**src/rtl/fseq_pkg.sv**
```systemverilog
`timescale 1ns/1ps
package fseq_pkg;
  localparam logic [7:0] CODE_PROG  = 8'h40;
  localparam logic [7:0] CODE_ERASE = 8'h20;
  localparam logic [7:0] CODE_LOCKP = 8'h77;
  localparam logic [7:0] CODE_CLR   = 8'h50;
  localparam logic [7:0] CODE_READ  = 8'hFF;
  localparam logic [7:0] CODE_CONF  = 8'hD0;

  typedef enum logic [2:0] {
    K_PROG, K_ERASE, K_LOCKP, K_CLR, K_READ, K_CONF, K_OTHER
  } cmd_kind_t;

  typedef enum logic [1:0] {
    OP_NONE = 2'b00, OP_PROG = 2'b01, OP_ERASE = 2'b10, OP_LOCKP = 2'b11
  } op_t;

  typedef enum logic [1:0] {
    ERR_NONE = 2'b00, ERR_PROG = 2'b01, ERR_ERASE = 2'b10, ERR_SEQ = 2'b11
  } err_t;

  typedef enum logic [2:0] {
    S_IDLE, S_PROG2, S_ERASE2, S_LOCKP2, S_BUSY
  } seq_state_t;
endpackage

```
**src/rtl/fseq_decode.sv**
```systemverilog
`timescale 1ns/1ps
module fseq_decode
  import fseq_pkg::*;
(
  input  logic [7:0] code,
  output cmd_kind_t  kind
);
  always_comb begin
    unique case (code)
      CODE_PROG:  kind = K_PROG;
      CODE_ERASE: kind = K_ERASE;
      CODE_LOCKP: kind = K_LOCKP;
      CODE_CLR:   kind = K_CLR;
      CODE_READ:  kind = K_READ;
      CODE_CONF:  kind = K_CONF;
      default:    kind = K_OTHER;
    endcase
  end
endmodule

```
**src/rtl/fseq_ctrl.sv**
```systemverilog
`timescale 1ns/1ps
module fseq_ctrl
  import fseq_pkg::*;
#(
  parameter int ADDR_W = 16,
  parameter int DATA_W = 16,
  parameter int BLK_W  = 2,
  localparam int NBLK  = 1 << BLK_W
) (
  input  logic              clk,
  input  logic              rst,
  input  logic              wr_en,
  input  logic [ADDR_W-1:0] wr_addr,
  input  logic [DATA_W-1:0] wr_data,
  input  cmd_kind_t         kind,
  input  logic [NBLK-1:0]   lock_bits,
  input  logic              lock_off,
  input  logic              arr_done,
  input  logic              arr_fail,
  output logic              start_q,
  output op_t               op_q,
  output logic [ADDR_W-1:0] addr_q,
  output logic [DATA_W-1:0] data_q,
  output logic              ready_q,
  output logic              pend_q,
  output logic              set_v,
  output err_t              set_c,
  output logic              clr
);
  seq_state_t        state, nxt;
  logic              go;
  op_t               go_op;
  logic [BLK_W-1:0]  blk;
  logic              blocked;

  assign blk     = wr_addr[ADDR_W-1 -: BLK_W];
  assign blocked = lock_bits[blk] & ~lock_off;

  always_comb begin
    nxt   = state;
    go    = 1'b0;
    go_op = op_q;
    set_v = 1'b0;
    set_c = ERR_NONE;
    clr   = 1'b0;
    case (state)
      S_IDLE: if (wr_en) begin
        case (kind)
          K_PROG:  nxt = S_PROG2;
          K_ERASE: nxt = S_ERASE2;
          K_LOCKP: nxt = S_LOCKP2;
          K_CLR:   clr = 1'b1;
          K_READ:  nxt = S_IDLE;
          default: begin set_v = 1'b1; set_c = ERR_SEQ; end
        endcase
      end
      S_PROG2: if (wr_en) begin
        nxt = S_IDLE;
        if (blocked) begin
          set_v = 1'b1; set_c = ERR_PROG;
        end else begin
          go = 1'b1; go_op = OP_PROG; nxt = S_BUSY;
        end
      end
      S_ERASE2: if (wr_en) begin
        nxt = S_IDLE;
        if (kind == K_CONF) begin
          if (blocked) begin
            set_v = 1'b1; set_c = ERR_ERASE;
          end else begin
            go = 1'b1; go_op = OP_ERASE; nxt = S_BUSY;
          end
        end else if (kind != K_READ) begin
          set_v = 1'b1; set_c = ERR_SEQ;
        end
      end
      S_LOCKP2: if (wr_en) begin
        nxt = S_IDLE;
        if (kind == K_CONF) begin
          go = 1'b1; go_op = OP_LOCKP; nxt = S_BUSY;
        end else if (kind != K_READ) begin
          set_v = 1'b1; set_c = ERR_SEQ;
        end
      end
      S_BUSY: if (arr_done) begin
        nxt = S_IDLE;
        if (arr_fail && !lock_off) begin
          set_v = 1'b1;
          set_c = (op_q == OP_ERASE) ? ERR_ERASE : ERR_PROG;
        end
      end
      default: nxt = S_IDLE;
    endcase
  end

  always_ff @(posedge clk) begin
    if (rst) begin
      state   <= S_IDLE;
      start_q <= 1'b0;
      op_q    <= OP_NONE;
      addr_q  <= '0;
      data_q  <= '0;
      ready_q <= 1'b1;
      pend_q  <= 1'b0;
    end else begin
      state   <= nxt;
      start_q <= go;
      ready_q <= (nxt != S_BUSY);
      pend_q  <= (nxt == S_PROG2) || (nxt == S_ERASE2) || (nxt == S_LOCKP2);
      if (go) begin
        op_q   <= go_op;
        addr_q <= wr_addr;
        data_q <= wr_data;
      end
    end
  end
endmodule

```
**src/rtl/fseq_status.sv**
```systemverilog
`timescale 1ns/1ps
module fseq_status
  import fseq_pkg::*;
(
  input  logic clk,
  input  logic rst,
  input  logic set_v,
  input  err_t set_c,
  input  logic clr,
  output err_t err_q
);
  always_ff @(posedge clk) begin
    if (rst || clr)
      err_q <= ERR_NONE;
    else if (set_v && err_q == ERR_NONE)
      err_q <= set_c;
  end
endmodule

```
**src/rtl/flash_cmd_seq.sv**
```systemverilog
`timescale 1ns/1ps
module flash_cmd_seq
  import fseq_pkg::*;
#(
  parameter int ADDR_W = 16,
  parameter int DATA_W = 16,
  parameter int BLK_W  = 2,
  localparam int NBLK  = 1 << BLK_W
) (
  input  logic              clk,
  input  logic              rst,
  input  logic              wr_en,
  input  logic [ADDR_W-1:0] wr_addr,
  input  logic [DATA_W-1:0] wr_data,
  input  logic [NBLK-1:0]   lock_bits,
  input  logic              lock_off,
  input  logic              arr_done,
  input  logic              arr_fail,
  output logic              arr_start,
  output logic [1:0]        arr_op,
  output logic [ADDR_W-1:0] arr_addr,
  output logic [DATA_W-1:0] arr_data,
  output logic              ready,
  output logic              cmd_pend,
  output logic [1:0]        err_code
);
  cmd_kind_t kind;
  op_t       op_q;
  err_t      set_c, err_q;
  logic      set_v, clr;

  fseq_decode u_dec (
    .code (wr_data[7:0]),
    .kind (kind)
  );

  fseq_ctrl #(.ADDR_W(ADDR_W), .DATA_W(DATA_W), .BLK_W(BLK_W)) u_ctrl (
    .clk       (clk),
    .rst       (rst),
    .wr_en     (wr_en),
    .wr_addr   (wr_addr),
    .wr_data   (wr_data),
    .kind      (kind),
    .lock_bits (lock_bits),
    .lock_off  (lock_off),
    .arr_done  (arr_done),
    .arr_fail  (arr_fail),
    .start_q   (arr_start),
    .op_q      (op_q),
    .addr_q    (arr_addr),
    .data_q    (arr_data),
    .ready_q   (ready),
    .pend_q    (cmd_pend),
    .set_v     (set_v),
    .set_c     (set_c),
    .clr       (clr)
  );

  fseq_status u_stat (
    .clk   (clk),
    .rst   (rst),
    .set_v (set_v),
    .set_c (set_c),
    .clr   (clr),
    .err_q (err_q)
  );

  assign arr_op   = op_q;
  assign err_code = err_q;
endmodule

```
**config.mk**
```make
export PLATFORM = sky130hd
export DESIGN_NAME = flash_cmd_seq
export DESIGN_NICKNAME = d
export VERILOG_FILES = /design/src/rtl/fseq_pkg.sv /design/src/rtl/fseq_decode.sv /design/src/rtl/fseq_ctrl.sv /design/src/rtl/fseq_status.sv /design/src/rtl/flash_cmd_seq.sv
export SDC_FILE = /design/constraint.sdc
export NUM_CORES = 1
export LEC_CHECK = 0
export BUFFER_PORTS_ARGS = -buffer_cell sky130_fd_sc_hd__buf_2
export CORE_MARGIN = 2
export CORE_UTILIZATION = 25
export DETAILED_ROUTE_END_ITERATION = 10
export SLEW_MARGIN = 25
export SYNTH_ARGS = -nofsm -noshare
export SYNTH_HDL_FRONTEND = slang
export SYNTH_SLANG_ARGS = --single-unit
```
**constraint.sdc**
```tcl
create_clock -name clk -period 1.6 [get_ports clk]
set_clock_uncertainty 0.05 [all_clocks]
set_input_delay 0.08 -clock clk [delete_from_list [all_inputs] [get_ports clk]]
set_output_delay 0.08 -clock clk [all_outputs]
set_load 0.02 [all_outputs]
```
After elaboration in Yosys (flattened, before gate mapping)
Cells that the tools add are included.
Word-level totals
  word-level logic and storage cells: 108
  flip-flop bits (word level): 42
  input port bits: 42
Cells by class
  $lt $le $gt $ge: 1
  mux-type cells: 57
  equal/unequal tests: 28
  reductions and logical operators: 12
  bitwise operators: 2
Operators with widths (number)
  $mux W2: 19
  $eq A8 B7 Y1 const B: 3
  $mux W3: 8
  $mux W1: 22
  $eq A3 B2 Y1 const B: 6
  $pmux W3 S6: 1
  $eq A8 B8 Y1 const B: 2
  $pmux W3 S5: 1
  $pmux W3 S4: 1
  $ne A2 B2 Y1 const B: 5
  $pmux W2 S5: 1
  $eq A3 B1 Y1 const B: 3
  $eq A3 B3 Y1 const B: 3
  $reduce_and A9 Y1: 1
  $eq A8 B6 Y1 const B: 1
  $logic_not A3 Y1: 2
  $ne A3 B3 Y1 const B: 2
  $pmux W2 S3: 1
  $pmux W1 S5: 1
  $reduce_or A5 Y1: 1
  $ne A2 B1 Y1 const B: 2
  $logic_or A1 B1 Y1: 3
  $lt A2 B3 Y1 const B: 1
  $pmux W1 S3: 1
  8 further kinds: 9

Logic depth before layout (Yosys ltp)
  word-level depth: 10
  depth in mapped cells: 7

Cells and area by module
From an unflattened synthesis, not the netlist that was laid out.
Second synthesis, totals
  cells, all modules: 241
  area total of the unflattened synthesis: 2258.4 um^2
Modules (own cells, without submodules)
  fseq_ctrl: sequential area each 800.8 um^2, instances 1, cells an instance 217, area an instance 2080.7 um^2
  fseq_decode: sequential area each 0.0 um^2, instances 1, cells an instance 17, area an instance 101.3 um^2
  fseq_status: sequential area each 40.0 um^2, instances 1, cells an instance 7, area an instance 76.3 um^2

Least setup slack after synthesis
OpenSTA, ideal clock, no wires.
  path kind: flip-flop to flip-flop
  start: reg u_ctrl.state[0]
  end: reg u_ctrl.addr_q[0]
  data arrival time: 1.421 ns
  cell stages (with the launch flop): 7
  slack: -0.003 ns
  period minus slack after synthesis: 1.603 ns
  library setup time: 0.132 ns
  cell sequence: dfxtp_1 nor3_1 a22o_1 o31a_2 clkbuf_2 o21ai_0 a21oi_1
On the way
  longest elaborated chain between the ends: 2
  elaborated cells on any way between the ends: 4
  classes of those cells: eq/ne (3); mux (1)
Ends and longest elaborated chain
  start: declaration: RTL line fseq_ctrl.sv:30  | seq_state_t state, nxt;
  start signal: assignment: RTL line fseq_ctrl.sv:106  | state <= nxt;
  $eq A3 B2 Y1 or $eq A3 B1 Y1 (tied branches): RTL line fseq_ctrl.sv:46  | case (state)
  $pmux W1 S3 (*): RTL line fseq_ctrl.sv:46
  end signal: assignment: RTL line fseq_ctrl.sv:112  | addr_q <= wr_addr;
  end: declaration: RTL line fseq_ctrl.sv:22  | output logic [ADDR_W-1:0] addr_q,
Every way passes the cells marked *; elsewhere a longest branch is shown, timed or not.
A chain may end at the register's enable or synchronous reset.

Worst setup path after layout
  start: reg u_ctrl.state[0]
  end: reg u_ctrl.op_q[0]
On the way
  longest elaborated chain between the ends: 3
  elaborated cells on any way between the ends: 14
  classes of those cells: eq/ne (10); mux (2); reduce/logical (2)
Ends and longest elaborated chain
  $eq A3 B2 Y1 or $eq A3 B1 Y1 (tied branches): RTL line fseq_ctrl.sv:46
  $pmux W1 S3 (tied with other cells): RTL line fseq_ctrl.sv:46
  $reduce_and A9 Y1 (no line)
  end signal: assignment: RTL line fseq_ctrl.sv:111  | op_q <= go_op;
  end: declaration: RTL line fseq_ctrl.sv:21  | output op_t op_q,
Several ways; a longest one is shown, not always the timed one.

==> run metrics <==
RR Endpoint u_ctrl.op_q[0]$_SDFFE_PP0P_; hold depth 3; Synth Net Count 290; commonest non-fill, non-tap cell in the layout buf_2; element type at the critical path end flop; violated checks negative setup slack; CTS clock-pin slew for the worst setup and hold paths 0.08 ns; DRC 0; worst r2r src u_ctrl.state[0]$_SDFF_PP0_; CP Data Required Time around 1.8 ns; Final Hold Fails 0; Fill cells 851; Area Growth Syn to Fin 57.1%; First-pass DRT Iterations 4; Net Switching 0.000536 W; placed instance count between 400 and 500; clock network power share 36.9%; worst slew pin tran 0.417 ns; Hold Crit Endpoint u_ctrl.addr_q[14]$_SDFFE_PP0P_; IO buf count 80; relative slew slack 72.0%; Final #Nets between 400 and 500; fin. max-slew vios 0; starting density of the core 25.6%; Antenna Violating Nets Remaining 0; Max Fclk between 600 and 700 MHz; setup ws final -0.00323 ns; register area about 850 sq um; WS Path Type flop to flop; Power per Cell Area between 600 and 700 nW/um^2; max-cap violations 0; status complete, but fails checks; Reg2Reg Depth 7; FF+latch count, synth between 40 and 50; Clock Tree Buf Depth 2; Crit-path slowest cell dfxtp_4; hpwl dp about 4600 um; sequential share of power 48.4%; TritonCTS clock tree yes; Core Footprint 8180 sq um; crit path launch type flop; ys flop type dfxtp_1; final wirelength 7220 um; number of enable flip-flop cells after synthesis 0; row count 33; Post-Syn Instances 248; HP Start wr_addr[14]; clock sinks 42; Starting DRT DRC Count 142; Post-Syn Area per Cell 8.44 sq um; Hold Path Class primary input to flop; GRT Total Usage 14.6%; Logic pwr share 14.7%; DR vias 2364; Diodes inserted 0; sequential-to-total area share from yosys stat 40.2%; Final min period 1.60 ns; area of the mapped netlist 2090 sq um; critical path peak fanout 7; setup TNS -0.00323 ns; Int Pwr about 0.0016 W; I/O pin count 81; WL/cell 15.0 um; Switching Fraction between 20% and 30%; period utilization 100%; cts bufs inserted 5; die extent in y between 90 and 100 um; commonest cells after routing, fill and taps aside 80 x buf_2, 40 x dfxtp_1, 38 x a21oi_1; grt total ovfl 0; worst vdd ir 0.341 mV; die area 9120 sq um; GPL Wtd Cong 0.872; H-tree Lvls 2; Vias/cell 4.91; setup slack, reg-to-reg -0.003 ns; Synth warnings 0; final non-filler cell total 481; Cell variety after synth 53; first-pass GRT wire length 10500 um; share of layout cells above drive strength 1 41.8%; RSZ-0062 raised after global routing true; Leakage 1.39 nW; largest net degree at the start of global routing 35; Root Driver clkbuf_8; initial antenna violation count 0; Crit path largest cell delay 0.39 ns; asr flop ratio synth 0%; worst path cell trace nor3_2 -> a22o_1 -> o31ai_4 -> buf_6 -> buf_4 -> a21oi_1 -> nor3_1; vias in the first global route 2178; final setup fails 1; final hold slack 0.0491 ns; Die Width 95.5 um; Arr. time, crit path 1.77 ns; Clk Latency, worst-skew pair between 0.2 and 0.3 ns; multi-input logic area about 1200 sq um
==> worst max-delay path, delay by kind of cell (launching register included) <==
kind | cells | cell delay [ns]
AOI/OAI and AO/OA | 3 | 0.57
and+or+nand+nor | 2 | 0.22
DFF | 1 | 0.39
buffers and inverters | 2 | 0.30
==> power groups by stage <==
| stage | registers (W) | clock network, W | logic (W) |
|---|---|---|---|
| 2_1_floorplan | 0.00109 | 0 | 0.000113 |
| 3_3_place_gp | 0.00108 | 0 | 0.000256 |
| 3_5_place_dp | 0.00108 | 0 | 0.000258 |
| 4_1_cts | 0.00106 | 0.000838 | 0.000303 |
| 5_1_grt | 0.00106 | 0.000874 | 0.000345 |
| 6_report | 0.00106 | 0.000804 | 0.000321 |
==> layout make-up <==
type                       instances  share of cell area [%]
timing repair buffer             138                    29.7
clock buffer                       8                    3.35
tap                              105                    4.00
multi-input combinational        185                    36.8
inverter                           3                   0.343
sequential                        42                    25.7
==> synthesized netlist by cell type (2+ instances only) <==
library cell,number,area [sq um]
inv_1,3,11.3
dlygate4sd1_1,2,17.5
mux2i_1,2,20.0
nand2b_1,5,31.3
nor4_1,3,18.8
nor2_1,6,22.5
nor3_1,6,30.0
buf_2,3,15.0
nor2b_1,2,12.5
o21ai_0,37,185
a31oi_1,2,12.5
and4b_1,2,20.0
and3_1,2,12.5
a21oi_1,40,200
buf_6,4,45.0
clkbuf_2,3,15.0
clkbuf_1,4,15.0
a311oi_1,2,17.5
or2_2,3,18.8
nand2_1,6,22.5
dfxtp_1,42,841
mux2_4,2,30.0
nand3_1,36,180
and2_1,2,12.5
==> flip-flops by register name, summed over array words and instances (netlist names) <==
| name | flops |
|---|---|
| u_ctrl.pend_q | 1 |
| u_ctrl.addr_q | 16 |
| u_ctrl.op_q | 2 |
| u_ctrl.start_q | 1 |
| u_ctrl.state | 3 |
| u_stat.err_q | 2 |
| u_ctrl.ready_q | 1 |
| u_ctrl.data_q | 16 |
==> layer usage <==
metal  vias to the layer above  GRT usage [%]  wire (um)
met3                         4           2.85        257
met5                         -              0          0
li1                       1189              -          -
met2                        62           23.9       3460
met4                         0           3.69         43
met1                      1109           19.7       3460
==> cells by family (layout without fill, tap and decap cells) <==
logic type / after synthesis / after routing / synth area share [%]
AOI/OAI and AO/OA: 98 / 98 / 27.9
and+or+nand+nor: 82 / 82 / 22.5
DFF: 42 / 42 / 40.2
buffers and inverters: 21 / 149 / 6.52
muxes: 4 / 4 / 2.39
xor gates and xnor gates: 1 / 1 / 0.419
==> how the worst max path moves through the flow <==
stage | from | endpoint | slack, ns | depth (start not counted)
floorplan | wr_addr[15] | u_ctrl.addr_q[0]$_SDFFE_PP0P_ | 0.002 | 7
global placement | wr_data[0] | u_ctrl.pend_q$_SDFF_PP0_ | -0.19 | 6
detailed placement | wr_data[0] | u_ctrl.pend_q$_SDFF_PP0_ | -0.19 | 6
CTS | u_ctrl.state[0]$_SDFF_PP0_ | u_ctrl.data_q[5]$_SDFFE_PP0P_ | -0.008 | 6
global route | u_ctrl.state[0]$_SDFF_PP0_ | u_ctrl.addr_q[13]$_SDFFE_PP0P_ | -0.08 | 7
finish | u_ctrl.state[0]$_SDFF_PP0_ | u_ctrl.op_q[0]$_SDFFE_PP0P_ | -0.003 | 7
==> timing repair <==
| item | 4_1_cts | 5_1_grt |
|---|---|---|
| gates resized for setup | 5 | 52 |
| buffers inserted | 0 | 2 |
| gates cloned | 0 | 3 |
| endpoints found under the hold margin | 24 | 0 |
| pin swaps | 1 | 3 |
| endpoints found under the setup margin | 33 | 39 |
| hold buffers | 23 | 0 |
==> metrics by stage <==
step           worst slack [ns]  util, %  power [W]  area [sq um]
2_1_floorplan           0.00204        -    0.00120          2090
3_3_place_gp             -0.193     33.8    0.00134          2770
3_5_place_dp             -0.190     33.8    0.00134          2770
4_1_cts                -0.00778     38.0    0.00220          3110
5_1_grt                 -0.0816     40.2    0.00228          3290
6_report               -0.00323     40.2    0.00218          3290
Note: power is estimated with default switching activity, not from simulation.
